$ cat src/rtl/alu_slice_pkg.sv
package alu_slice_pkg;

  typedef enum logic [2:0] {
    MODE_CLEAR  = 3'd0,
    MODE_B_SUBA = 3'd1,
    MODE_A_SUBB = 3'd2,
    MODE_ADD    = 3'd3,
    MODE_XOR    = 3'd4,
    MODE_OR     = 3'd5,
    MODE_AND    = 3'd6,
    MODE_PRESET = 3'd7
  } alu_mode_e;

  // True for the three modes that use the adder and drive the flags.
  function automatic logic mode_is_arith(input alu_mode_e m);
    return (m == MODE_ADD) || (m == MODE_A_SUBB) || (m == MODE_B_SUBA);
  endfunction

  // One full-adder cell: returns {carry, sum}.
  function automatic logic [1:0] full_add(input logic x, input logic y, input logic c);
    return {(x & y) | (x & c) | (y & c), x ^ y ^ c};
  endfunction

  // Overflow seen as a sign rule: equal operand signs, different result sign.
  function automatic logic sign_overflow(input logic xs, input logic ys, input logic rs);
    return (xs == ys) && (rs != xs);
  endfunction

endpackage

$ cat src/rtl/alu_operand_prep.sv
module alu_operand_prep
  import alu_slice_pkg::*;
#(
  parameter int WIDTH = 4
) (
  input  alu_mode_e        mode,
  input  logic [WIDTH-1:0] a_in,
  input  logic [WIDTH-1:0] b_in,
  output logic [WIDTH-1:0] x_out,
  output logic [WIDTH-1:0] y_out
);

  // Subtraction is done by inverting one operand ahead of the shared adder.
  always_comb begin
    x_out = a_in;
    y_out = b_in;
    unique case (mode)
      MODE_A_SUBB: y_out = ~b_in;
      MODE_B_SUBA: x_out = ~a_in;
      default: ;
    endcase
  end

endmodule

$ cat src/rtl/alu_ripple_adder.sv
module alu_ripple_adder
  import alu_slice_pkg::*;
#(
  parameter int WIDTH = 4
) (
  input  logic [WIDTH-1:0] x,
  input  logic [WIDTH-1:0] y,
  input  logic             cin,
  output logic [WIDTH-1:0] sum,
  output logic [WIDTH:0]   carry
);

  assign carry[0] = cin;

  for (genvar i = 0; i < WIDTH; i++) begin : g_cell
    logic [1:0] cs;
    assign cs           = full_add(x[i], y[i], carry[i]);
    assign sum[i]       = cs[0];
    assign carry[i + 1] = cs[1];
  end

endmodule

$ cat src/rtl/alu_bitwise_unit.sv
module alu_bitwise_unit
  import alu_slice_pkg::*;
#(
  parameter int WIDTH = 4
) (
  input  alu_mode_e        mode,
  input  logic [WIDTH-1:0] a_in,
  input  logic [WIDTH-1:0] b_in,
  output logic [WIDTH-1:0] logic_out
);

  always_comb begin
    unique case (mode)
      MODE_XOR:    logic_out = a_in ^ b_in;
      MODE_OR:     logic_out = a_in | b_in;
      MODE_AND:    logic_out = a_in & b_in;
      MODE_PRESET: logic_out = '1;
      default:     logic_out = '0;
    endcase
  end

endmodule

$ cat src/rtl/alu4_ripple_slice.sv
module alu4_ripple_slice
  import alu_slice_pkg::*;
#(
  parameter int WIDTH = 4
) (
  input  logic [WIDTH-1:0] op_a,
  input  logic [WIDTH-1:0] op_b,
  input  logic [2:0]       mode_sel,
  input  logic             carry_in,
  output logic [WIDTH-1:0] result,
  output logic             carry_out,
  output logic             overflow
);

  localparam int MSB = WIDTH - 1;

  alu_mode_e        mode_w;
  logic [WIDTH-1:0] adder_x;
  logic [WIDTH-1:0] adder_y;
  logic [WIDTH-1:0] adder_sum;
  logic [WIDTH:0]   carry_w;
  logic [WIDTH-1:0] logic_res;
  logic             arith_w;
  logic             carry_into_msb;
  logic             carry_from_msb;

  assign mode_w  = alu_mode_e'(mode_sel);
  assign arith_w = mode_is_arith(mode_w);

  alu_operand_prep #(.WIDTH(WIDTH)) u_prep (
    .mode  (mode_w),
    .a_in  (op_a),
    .b_in  (op_b),
    .x_out (adder_x),
    .y_out (adder_y)
  );

  alu_ripple_adder #(.WIDTH(WIDTH)) u_add (
    .x     (adder_x),
    .y     (adder_y),
    .cin   (carry_in),
    .sum   (adder_sum),
    .carry (carry_w)
  );

  alu_bitwise_unit #(.WIDTH(WIDTH)) u_logic (
    .mode      (mode_w),
    .a_in      (op_a),
    .b_in      (op_b),
    .logic_out (logic_res)
  );

  assign carry_into_msb = carry_w[MSB];
  assign carry_from_msb = carry_w[WIDTH];

  assign result    = arith_w ? adder_sum : logic_res;
  assign carry_out = arith_w & carry_from_msb;
  assign overflow  = arith_w & (carry_into_msb ^ carry_from_msb);

endmodule

$ cat config.mk
export PLATFORM = sky130hd
export DESIGN_NAME = alu4_ripple_slice
export DESIGN_NICKNAME = d
export VERILOG_FILES = /design/src/rtl/alu_slice_pkg.sv /design/src/rtl/alu_operand_prep.sv /design/src/rtl/alu_ripple_adder.sv /design/src/rtl/alu_bitwise_unit.sv /design/src/rtl/alu4_ripple_slice.sv
export SDC_FILE = /design/constraint.sdc
export NUM_CORES = 1
export LEC_CHECK = 0
export CORE_UTILIZATION = 45
export DETAILED_ROUTE_END_ITERATION = 6
export DONT_BUFFER_PORTS = 1
export REMOVE_ABC_BUFFERS = 1
export SLEW_MARGIN = 10
export SYNTH_ARGS = -nofsm -noshare
export SYNTH_HDL_FRONTEND = slang
export SYNTH_HIERARCHICAL = 1
export SYNTH_SLANG_ARGS = --single-unit
$ cat constraint.sdc
create_clock -name vclk -period 7.8
set_input_delay 0.78 -clock vclk [all_inputs]
set_output_delay 0.78 -clock vclk [all_outputs]
set_load 0.01 [all_outputs]
==> results.txt, run 1 <==
The flow ran to the end, and the final reports show no timing, DRC or antenna violations. Maximum fanout along the worst path: 7. The headroom to the max-slew limit is 0.7750, and the global-route track usage on met3 is 0.01744. During I/O placement, the number of pins put on the boundary was 18. The run gives 0.2115 as the global-route met1 utilization.

Setup repair after global routing left no endpoint under its margin. The first detailed-routing pass ran for 2 iterations. At the worst endpoint, the required time is 7.02 ns.

Critical-path cell with the highest stage delay: sky130_fd_sc_hd__fa_1. The transition at the pin with the smallest max-transition slack was 0.3371 ns; the final wirelength was 934 um. The overall die width came out at 38.00 um.

At the end of the flow, the number of nets in the layout was 91. The library cells used most frequently in the layout, excluding fill and tap cells, are 19 x sky130_fd_sc_hd__inv_1, 8 x sky130_fd_sc_hd__ha_1, 8 x sky130_fd_sc_hd__xor2_1. The run gives 0.1583 as the global-route total usage across every layer. The sort of element at the end of the critical path was an output pin. For the met2 usage in global routing, the log shows 0.2888. The number of antenna violations at the first check in global routing was 0.

The number of pins exceeding their max-slew limit in the final report came out at 0. The number of fill cells in the layout is 109, and the area added between synthesis and finish is 1.073%. Walking the worst path, the cells encountered are nor3b_4 -> xor2_1 -> inv_1 -> fa_1 -> inv_1 -> fa_1 -> fa_1 -> inv_1 -> fa_1 -> inv_1 -> mux2_2. The die is 38.00 um tall.

The number of port buffers came out at 0. After global routing, the most crowded layer is met2. In this run the worst hold path is classified as in -> out.

Max-cap violations in this run came to 0. The floorplan step defined a core boundary enclosing 1156 um^2. For the final routed database, the setup TNS stands at 0 ns. The largest stage delay on the critical path is 0.47 ns, and the remaining antenna violation count after routing is 0. The average cell area after synthesis was 8.834 um^2; the first-pass GRT wire length was 1.690 mm. STA puts the critical path data arrival time at 3.13 ns. Post-CTS repair changed the size of 0 cells. The critical path is of the in -> out type. The fraction of layout instances using a drive strength above 1 is 0.1231, and the clock period minus final worst setup slack is 3.906 ns.

The HPWL after detailed placement is 774.8 um. The portion of the clock cycle consumed by the worst path in the final layout works out to 0.5007. The hold violation count in the final report is 0, and the remaining design rule violation count is 0. The logs give 401 for the routed via count and 0.3358 nW for the leakage power total. For the yosys synthesis warning count, the log shows 6. The detailed-route wire length per cell is 11.82 um. The buffers inserted during post-CTS setup optimization came out at 0. The clock buffer count was 0; the flip-flop and latch count was 0.

The overflow left after global routing is 0, and the die area is 1444 um^2. For this run, the top clock speed supported by timing is 256.0 MHz. The logs give 12 for the total number of placement rows and 401 for the via count of the first global-routing pass. Across the whole layout, storage elements account for 0 um^2. The maximum number of pins on one net before global-route repair came out at 16. The initial cell density of the core was 0.5043. Setup violations remaining at the end of the flow were counted as 0. The final design utilization is 0.5097. The ratio of routed vias to standard cells came out at 5.076. After synthesis the cells add up to 583.1 um^2. For the cell count after synthesis, the log shows 66.

STA classifies the critical path startpoint as a primary input. The maximum vdd drop came out at 0.03362 mV. Leaving out fill and tap cells, the most frequent cell in the layout is sky130_fd_sc_hd__inv_1. In this run the power density over the cells is 59.32 nW/um^2.

After the first detailed-routing iteration, the DRC count stood at 7. The number of antenna diodes in the final layout is 0. The number of hold-repair buffers added at the cts stage was 0. For the routability congestion estimate from global placement, the log shows 0.6333.
metrics by stage:
step | total power, W | hold WS (ns) | cell area, um^2 | cells | setup WS (ns)
after CTS | 0.00003574 | 1.780 | 589.3 | 79 | 3.884
final | 0.00003496 | 1.778 | 589.3 | 79 | 3.894
after global routing | 0.00004071 | 1.805 | 589.3 | 79 | 3.748
after floorplan | 0.00003016 | 1.752 | 571.8 | 65 | 4.086
after detailed placement | 0.00003544 | 1.777 | 589.3 | 79 | 3.888
after global placement | 0.00003468 | 1.790 | 589.3 | 79 | 3.919
report_power, final:
group / switching [W] / leakage [nW] / internal [W]
sequential: 0 / 0 / 0
combinational: 0.0000174 / 0.336 / 0.0000176
clock: 0 / 0 / 0
final timing paths:
path,cells after the start,start,slack (ns),to
max,11,mode_sel[2],3.89,result[3]
min,2,mode_sel[2],1.78,carry_out
final cells by class:
class | count | area, um^2 | area share
Multi-Input combinational cell | 46 | 500.5 | 0.8493
Inverter | 19 | 71.32 | 0.1210
Tap cell | 14 | 17.52 | 0.02972
worst max-delay path, delay by kind of cell:
family / cells / cell delay (ns)
xor gates and xnor gates: 1 / 0.17
and+or+nand+nor: 1 / 0.33
buffers and inverters: 4 / 0.26
muxes: 1 / 0.28
adders and majority gates: 4 / 1.30
metal layers:
layer / vias to the layer above / share of wire / wire length (um)
met5: - / 0 / 0
met4: 0 / 0 / 0
met3: 0 / 0.084 / 78
met2: 12 / 0.45 / 416
met1: 184 / 0.47 / 439
li1: 205 / - / -
No activity file was read; power rests on OpenSTA's default activity.
==> run 2, diff against run 1 <==
==> constraint.sdc (replaced) <==
create_clock -name vclk -period 3.6
set_input_delay 0.36 -clock vclk [all_inputs]
set_output_delay 0.36 -clock vclk [all_outputs]
set_load 0.01 [all_outputs]
==> results.txt, run 2 (synthesis results as in run 1) <==
The run finished with clean final reports. Overflow left after global routing: 0. For this block, wires on met1 add up to 382 um. The detailed placer's ending HPWL is 793.8 um, and the DRC violation total after the first TritonRoute iteration is 0. The number of gates resized after CTS was 0.

In the final routed layout, each cell accounts on average for 11.62 um. The ratio of routed vias to standard cells was 5.114. The die is 38.00 um wide. The first global-routing pass estimated 1.511 mm of wire. The maximum fanout along the worst path is 7. The run gives 1156 um^2 as the core outline area. For the flip-flop and latch count, the log shows 0.

The sort of element at the end of the critical path was an output pin. The design draws 0.00007468 W. The routed design uses 466 um of met2 wire.

Entering global routing, the biggest net connects 16 pins. The logs give 2.69 ns for the critical path data arrival time and 0.3358 nW for the leakage power total. The portion of the clock cycle consumed by the worst path in the final layout is 0.8462, and the via count of the first global-routing pass is 367. The area growth from synthesis to layout is 1.073%. Port buffering added 0 buffers. Detailed routing placed a total of 69 um of wire on met3.

The run gives 0 um^2 as the sequential cell area. Leaving out fill and tap cells, the most frequent cells in the layout are 19 x sky130_fd_sc_hd__inv_1, 8 x sky130_fd_sc_hd__ha_1, 8 x sky130_fd_sc_hd__xor2_1. The total number of placement rows is 12.

The routability congestion estimate from global placement was 0.6785. For the max-capacitance violation count, the log shows 0. The final layout contains routed wiring with a total length of 918 um.

The tools report the number of antenna violations at the first check in global routing as 0. The hold violation count in the final report was 0. After clock tree synthesis, the flow added hold-fix buffers numbering 0.

The library cell used most frequently in the layout, excluding fill and tap cells, is sky130_fd_sc_hd__inv_1. Buffers added to address setup during post-CTS repair amount to 0. The iteration count of the initial detailed-routing pass was 1; the floorplan die height was 38.00 um. Global-route total usage across every layer: 0.1450. The required time at the endpoint of the critical path was 3.24 ns; the transition at the pin with the smallest max-transition slack was 0.3294 ns. Setup repair after global routing left no endpoint under its margin. The cell area power density is 126.7 nW/um^2. The class of the worst hold path is in -> out.

The detailed router placed 404 vias in this run. 0 antenna diodes ended up in the layout. Subtracting the final worst setup slack from the clock period gives 3.046 ns. The run gives 0 as the number of pins exceeding their max-slew limit in the final report.

STA classifies the critical path startpoint as a primary input. The run gives 1444 um^2 as the die area. The headroom to the max-slew limit is 0.7802.

The run gives 0 as the remaining design rule violation count. The run gives 0.06394 mV as the maximum vdd drop. Based on the critical path, the design can be clocked at up to 328.3 MHz. For the post-layout net count, the log shows 91. The tools report the initial cell density of the core as 0.5043. The tools report the remaining antenna violation count after routing as 0. The setup violation total in the final timing report was 0; the clock buffer count was 0. The fraction of layout instances using a drive strength above 1 is 0.1231, and the setup TNS after final layout is 0 ns.

The worst setup path is of the in -> out kind. The top metal layer carrying routed signals was met3. In this run the count of I/O pins placed on the die edge is 18.
-- run 2: final cells by class --
type                       count  area (um^2)
inverter                      19        71.32
tap                           14        17.52
fill                         117        566.8
multi-input combinational     46        500.5
-- run 2: critical path: stages --
cell and delay, ns:
sky130_fd_sc_hd__nor3b_4 0.32, sky130_fd_sc_hd__xor2_1 0.17, sky130_fd_sc_hd__inv_1 0.07, sky130_fd_sc_hd__fa_1 0.42, sky130_fd_sc_hd__inv_1 0.08, sky130_fd_sc_hd__fa_1 0.19, sky130_fd_sc_hd__fa_1 0.22, sky130_fd_sc_hd__inv_1 0.07
sky130_fd_sc_hd__fa_1 0.48, sky130_fd_sc_hd__inv_1 0.03, sky130_fd_sc_hd__mux2_2 0.28
-- run 2: metal layers --
layer,vias to the layer above,global-route usage
li1,209,-
met1,182,0.1978
met2,13,0.2457
met3,0,0.03488
met4,0,0
met5,-,0
-- run 2: worst paths after layout --
path,start,endpoint,slack [ns],cells after the start
hold / removal,mode_sel[2],carry_out,0.95,2
setup / recovery,mode_sel[2],result[3],0.55,11
-- run 2: through the flow --
stage,util,hold WS [ns],instances,instance area [um^2],worst slack (ns)
6_report,0.5097,0.9459,79,589.3,0.5537
5_1_grt,0.5097,0.9582,79,589.3,0.3461
3_5_place_dp,0.5097,0.9468,79,589.3,0.5337
4_1_cts,0.5097,0.9482,79,589.3,0.5323
2_1_floorplan,-,0.9120,65,571.8,0.7259
3_3_place_gp,0.5097,0.9477,79,589.3,0.5574
-- run 2: power by group --
group,leakage [nW],switching (W),internal [W]
clock network,0,0,0
registers,0,0,0
logic,0.336,0.0000370,0.0000377
total,0.336,0.0000370,0.0000377
==> run 3, diff against run 2 <==
--- a/config.mk
+++ b/config.mk
@@ -5,6 +5,7 @@
 export SDC_FILE = /design/constraint.sdc
 export NUM_CORES = 1
 export LEC_CHECK = 0
+export ABC_AREA = 1
 export CORE_UTILIZATION = 45
 export DETAILED_ROUTE_END_ITERATION = 6
 export DONT_BUFFER_PORTS = 1
==> constraint.sdc (replaced) <==
create_clock -name vclk -period 3
set_input_delay 0.3 -clock vclk [all_inputs]
set_output_delay 0.3 -clock vclk [all_outputs]
set_load 0.01 [all_outputs]
==> results.txt, run 3 <==
Setup violations remaining at the end of the flow were counted as 0. For the yosys synthesis warning count, the log shows 6. The tools report the remaining design rule violation count as 0. Once detail routing completed, the nets flagged for antenna violations numbered 0. The maximum number of pins on one net before global-route repair is 17. The area added between synthesis and finish was 1.134%; the number of port buffers was 0. Static timing analysis puts the maximum clock frequency at 354.9 MHz. Summing every instance area after synthesis gives 661.9 um^2. The kind of start point of the critical path was a primary input.

The logs give 2.52 ns for the critical path data arrival time and 151 for the number of fill cells in the layout. The clock period minus final worst setup slack was 2.817 ns. The first routing iteration left 17 violations. The number of pins exceeding their max-slew limit in the final report was 0; the setup TNS after final layout was 0 ns. For the global-route total usage across every layer, the log shows 0.1877.

The die covers 1628 um^2. The logs give 0 for the quantity of gates resized following cts and 0 for the number of hold-repair buffers added at the cts stage. The transition at the pin with the smallest max-transition slack works out to 0.2206 ns. The top cell types in the final layout, fill and taps aside, are 30 x sky130_fd_sc_hd__inv_1, 28 x sky130_fd_sc_hd__nand2_1, 12 x sky130_fd_sc_hd__nand3_1, 8 x sky130_fd_sc_hd__ha_1, 7 x sky130_fd_sc_hd__nand3b_1.

The hold violation count in the final report was 0. End point of the critical path: result[3]. The fraction of layout instances using a drive strength above 1 is 0.09091. The worst hold path belongs to the class in -> out. Most common cell after layout, fill and taps aside: sky130_fd_sc_hd__inv_1. The flow ran to the end, and the final reports show no timing, DRC or antenna violations. The routed layout has 638 vias. The logs give 0.5019 for the final design utilization and 0 for the buffers inserted during post-CTS setup optimization. Maximum vdd drop: 0.05272 mV. Setup repair after global routing left no endpoint under its margin. The first-pass GRT wire length was 2.111 mm; the post-layout net count was 136. The final antenna diode count is 0, and the routability congestion estimate from global placement is 0.7633.

Measured along the y axis, the die boundary spans 40.35 um. The sequential cell area is 0 um^2, and the core outline area is 1334 um^2. After detailed routing, the average wire length per cell comes to 10.82 um. The total number of placement rows is 13. For the worst setup path, the data required time is 2.70 ns. In this run the worst setup path begins at mode_sel[2]. The beginning of the worst hold path is mode_sel[0]. The initial cell density of the core is 0.4962. A synthesized cell averages 5.963 um^2. Sequential cells placed in the final layout were counted as 0. STA classifies the critical path endpoint as an output pin. The logs give 541 for the via count of the first global-routing pass and 0.4272 nW for the leakage power total. The cell area power density is 132.8 nW/um^2, and the cell count after synthesis is 111. The number of antenna violations at the first check in global routing was 0. The final wirelength was 1.352 mm; the iteration count of the initial detailed-routing pass was 4. The logs give 0.8524 for the headroom to the max-slew limit and 18 for the I/O pin total.

The overall die width is 40.35 um. The detailed placer's ending HPWL was 1.156 mm. Clock buffer count: 0. Summed over all layers, the global routing overflow is 0. The portion of the clock cycle consumed by the worst path in the final layout was 0.9391. The ratio of routed vias to standard cells came out at 5.104.

The path type of the worst setup path is in -> out. The tool flagged a number of max-cap violations equal to 0. The maximum fanout along the worst path works out to 12.
-- run 3: worst max-delay path, cell delays in order --
cell and delay, ns:
sky130_fd_sc_hd__nor2_4 0.13, sky130_fd_sc_hd__nand2_1 0.13, sky130_fd_sc_hd__nand2_1 0.09, sky130_fd_sc_hd__nand2_1 0.04, sky130_fd_sc_hd__inv_1 0.07, sky130_fd_sc_hd__fa_1 0.16
sky130_fd_sc_hd__inv_1 0.05, sky130_fd_sc_hd__fa_1 0.37, sky130_fd_sc_hd__fa_1 0.41, sky130_fd_sc_hd__inv_1 0.09, sky130_fd_sc_hd__fa_1 0.41, sky130_fd_sc_hd__inv_1 0.07
sky130_fd_sc_hd__nand3_1 0.07, sky130_fd_sc_hd__nand2_1 0.11
-- run 3: metrics by stage --
step / hold slack, ns / cells / worst slack, ns / power [W] / instance area (um^2)
detailed placement: 0.8041 / 125 / 0.1816 / 0.00009057 / 669.4
floorplan: 0.7740 / 110 / 0.3571 / 0.00007518 / 650.6
global placement: 0.7962 / 125 / 0.2166 / 0.00008972 / 669.4
global route: 0.8281 / 125 / 0.01429 / 0.0001075 / 669.4
CTS: 0.8056 / 125 / 0.1747 / 0.00009099 / 669.4
finish: 0.7976 / 125 / 0.1826 / 0.00008888 / 669.4
-- run 3: power by group --
| group | switching [W] | internal, W | total, W |
|---|---|---|---|
| Combinational | 0.0000529 | 0.0000360 | 0.0000889 |
| Sequential | 0 | 0 | 0 |
| Clock | 0 | 0 | 0 |
| Total | 0.0000529 | 0.0000360 | 0.0000889 |
-- run 3: layer usage --
metal  share of wire  GRT usage  wire [um]  vias to the layer above
li1                -          -          -                      335
met1            0.47     0.2574        638                      288
met2            0.48     0.3333        647                       15
met3           0.049   0.005556         66                        0
met4               0    0.01667          0                        0
met5               0          0          0                        -
-- run 3: layout make-up --
cell class / instances / area [um^2] / share of cell area
multi-input cells: 77 / 526.8 / 0.7869
inverters: 33 / 123.9 / 0.1850
well taps: 15 / 18.77 / 0.02804
-- run 3: how the worst min path moves through the flow --
stage / to / slack, ns / cells past startpoint
after global placement: result[0] / 0.80 / 3
after CTS: result[0] / 0.81 / 3
final: result[0] / 0.80 / 3
after global routing: result[0] / 0.83 / 3
after detailed placement: result[0] / 0.80 / 3
after floorplan: result[0] / 0.77 / 3
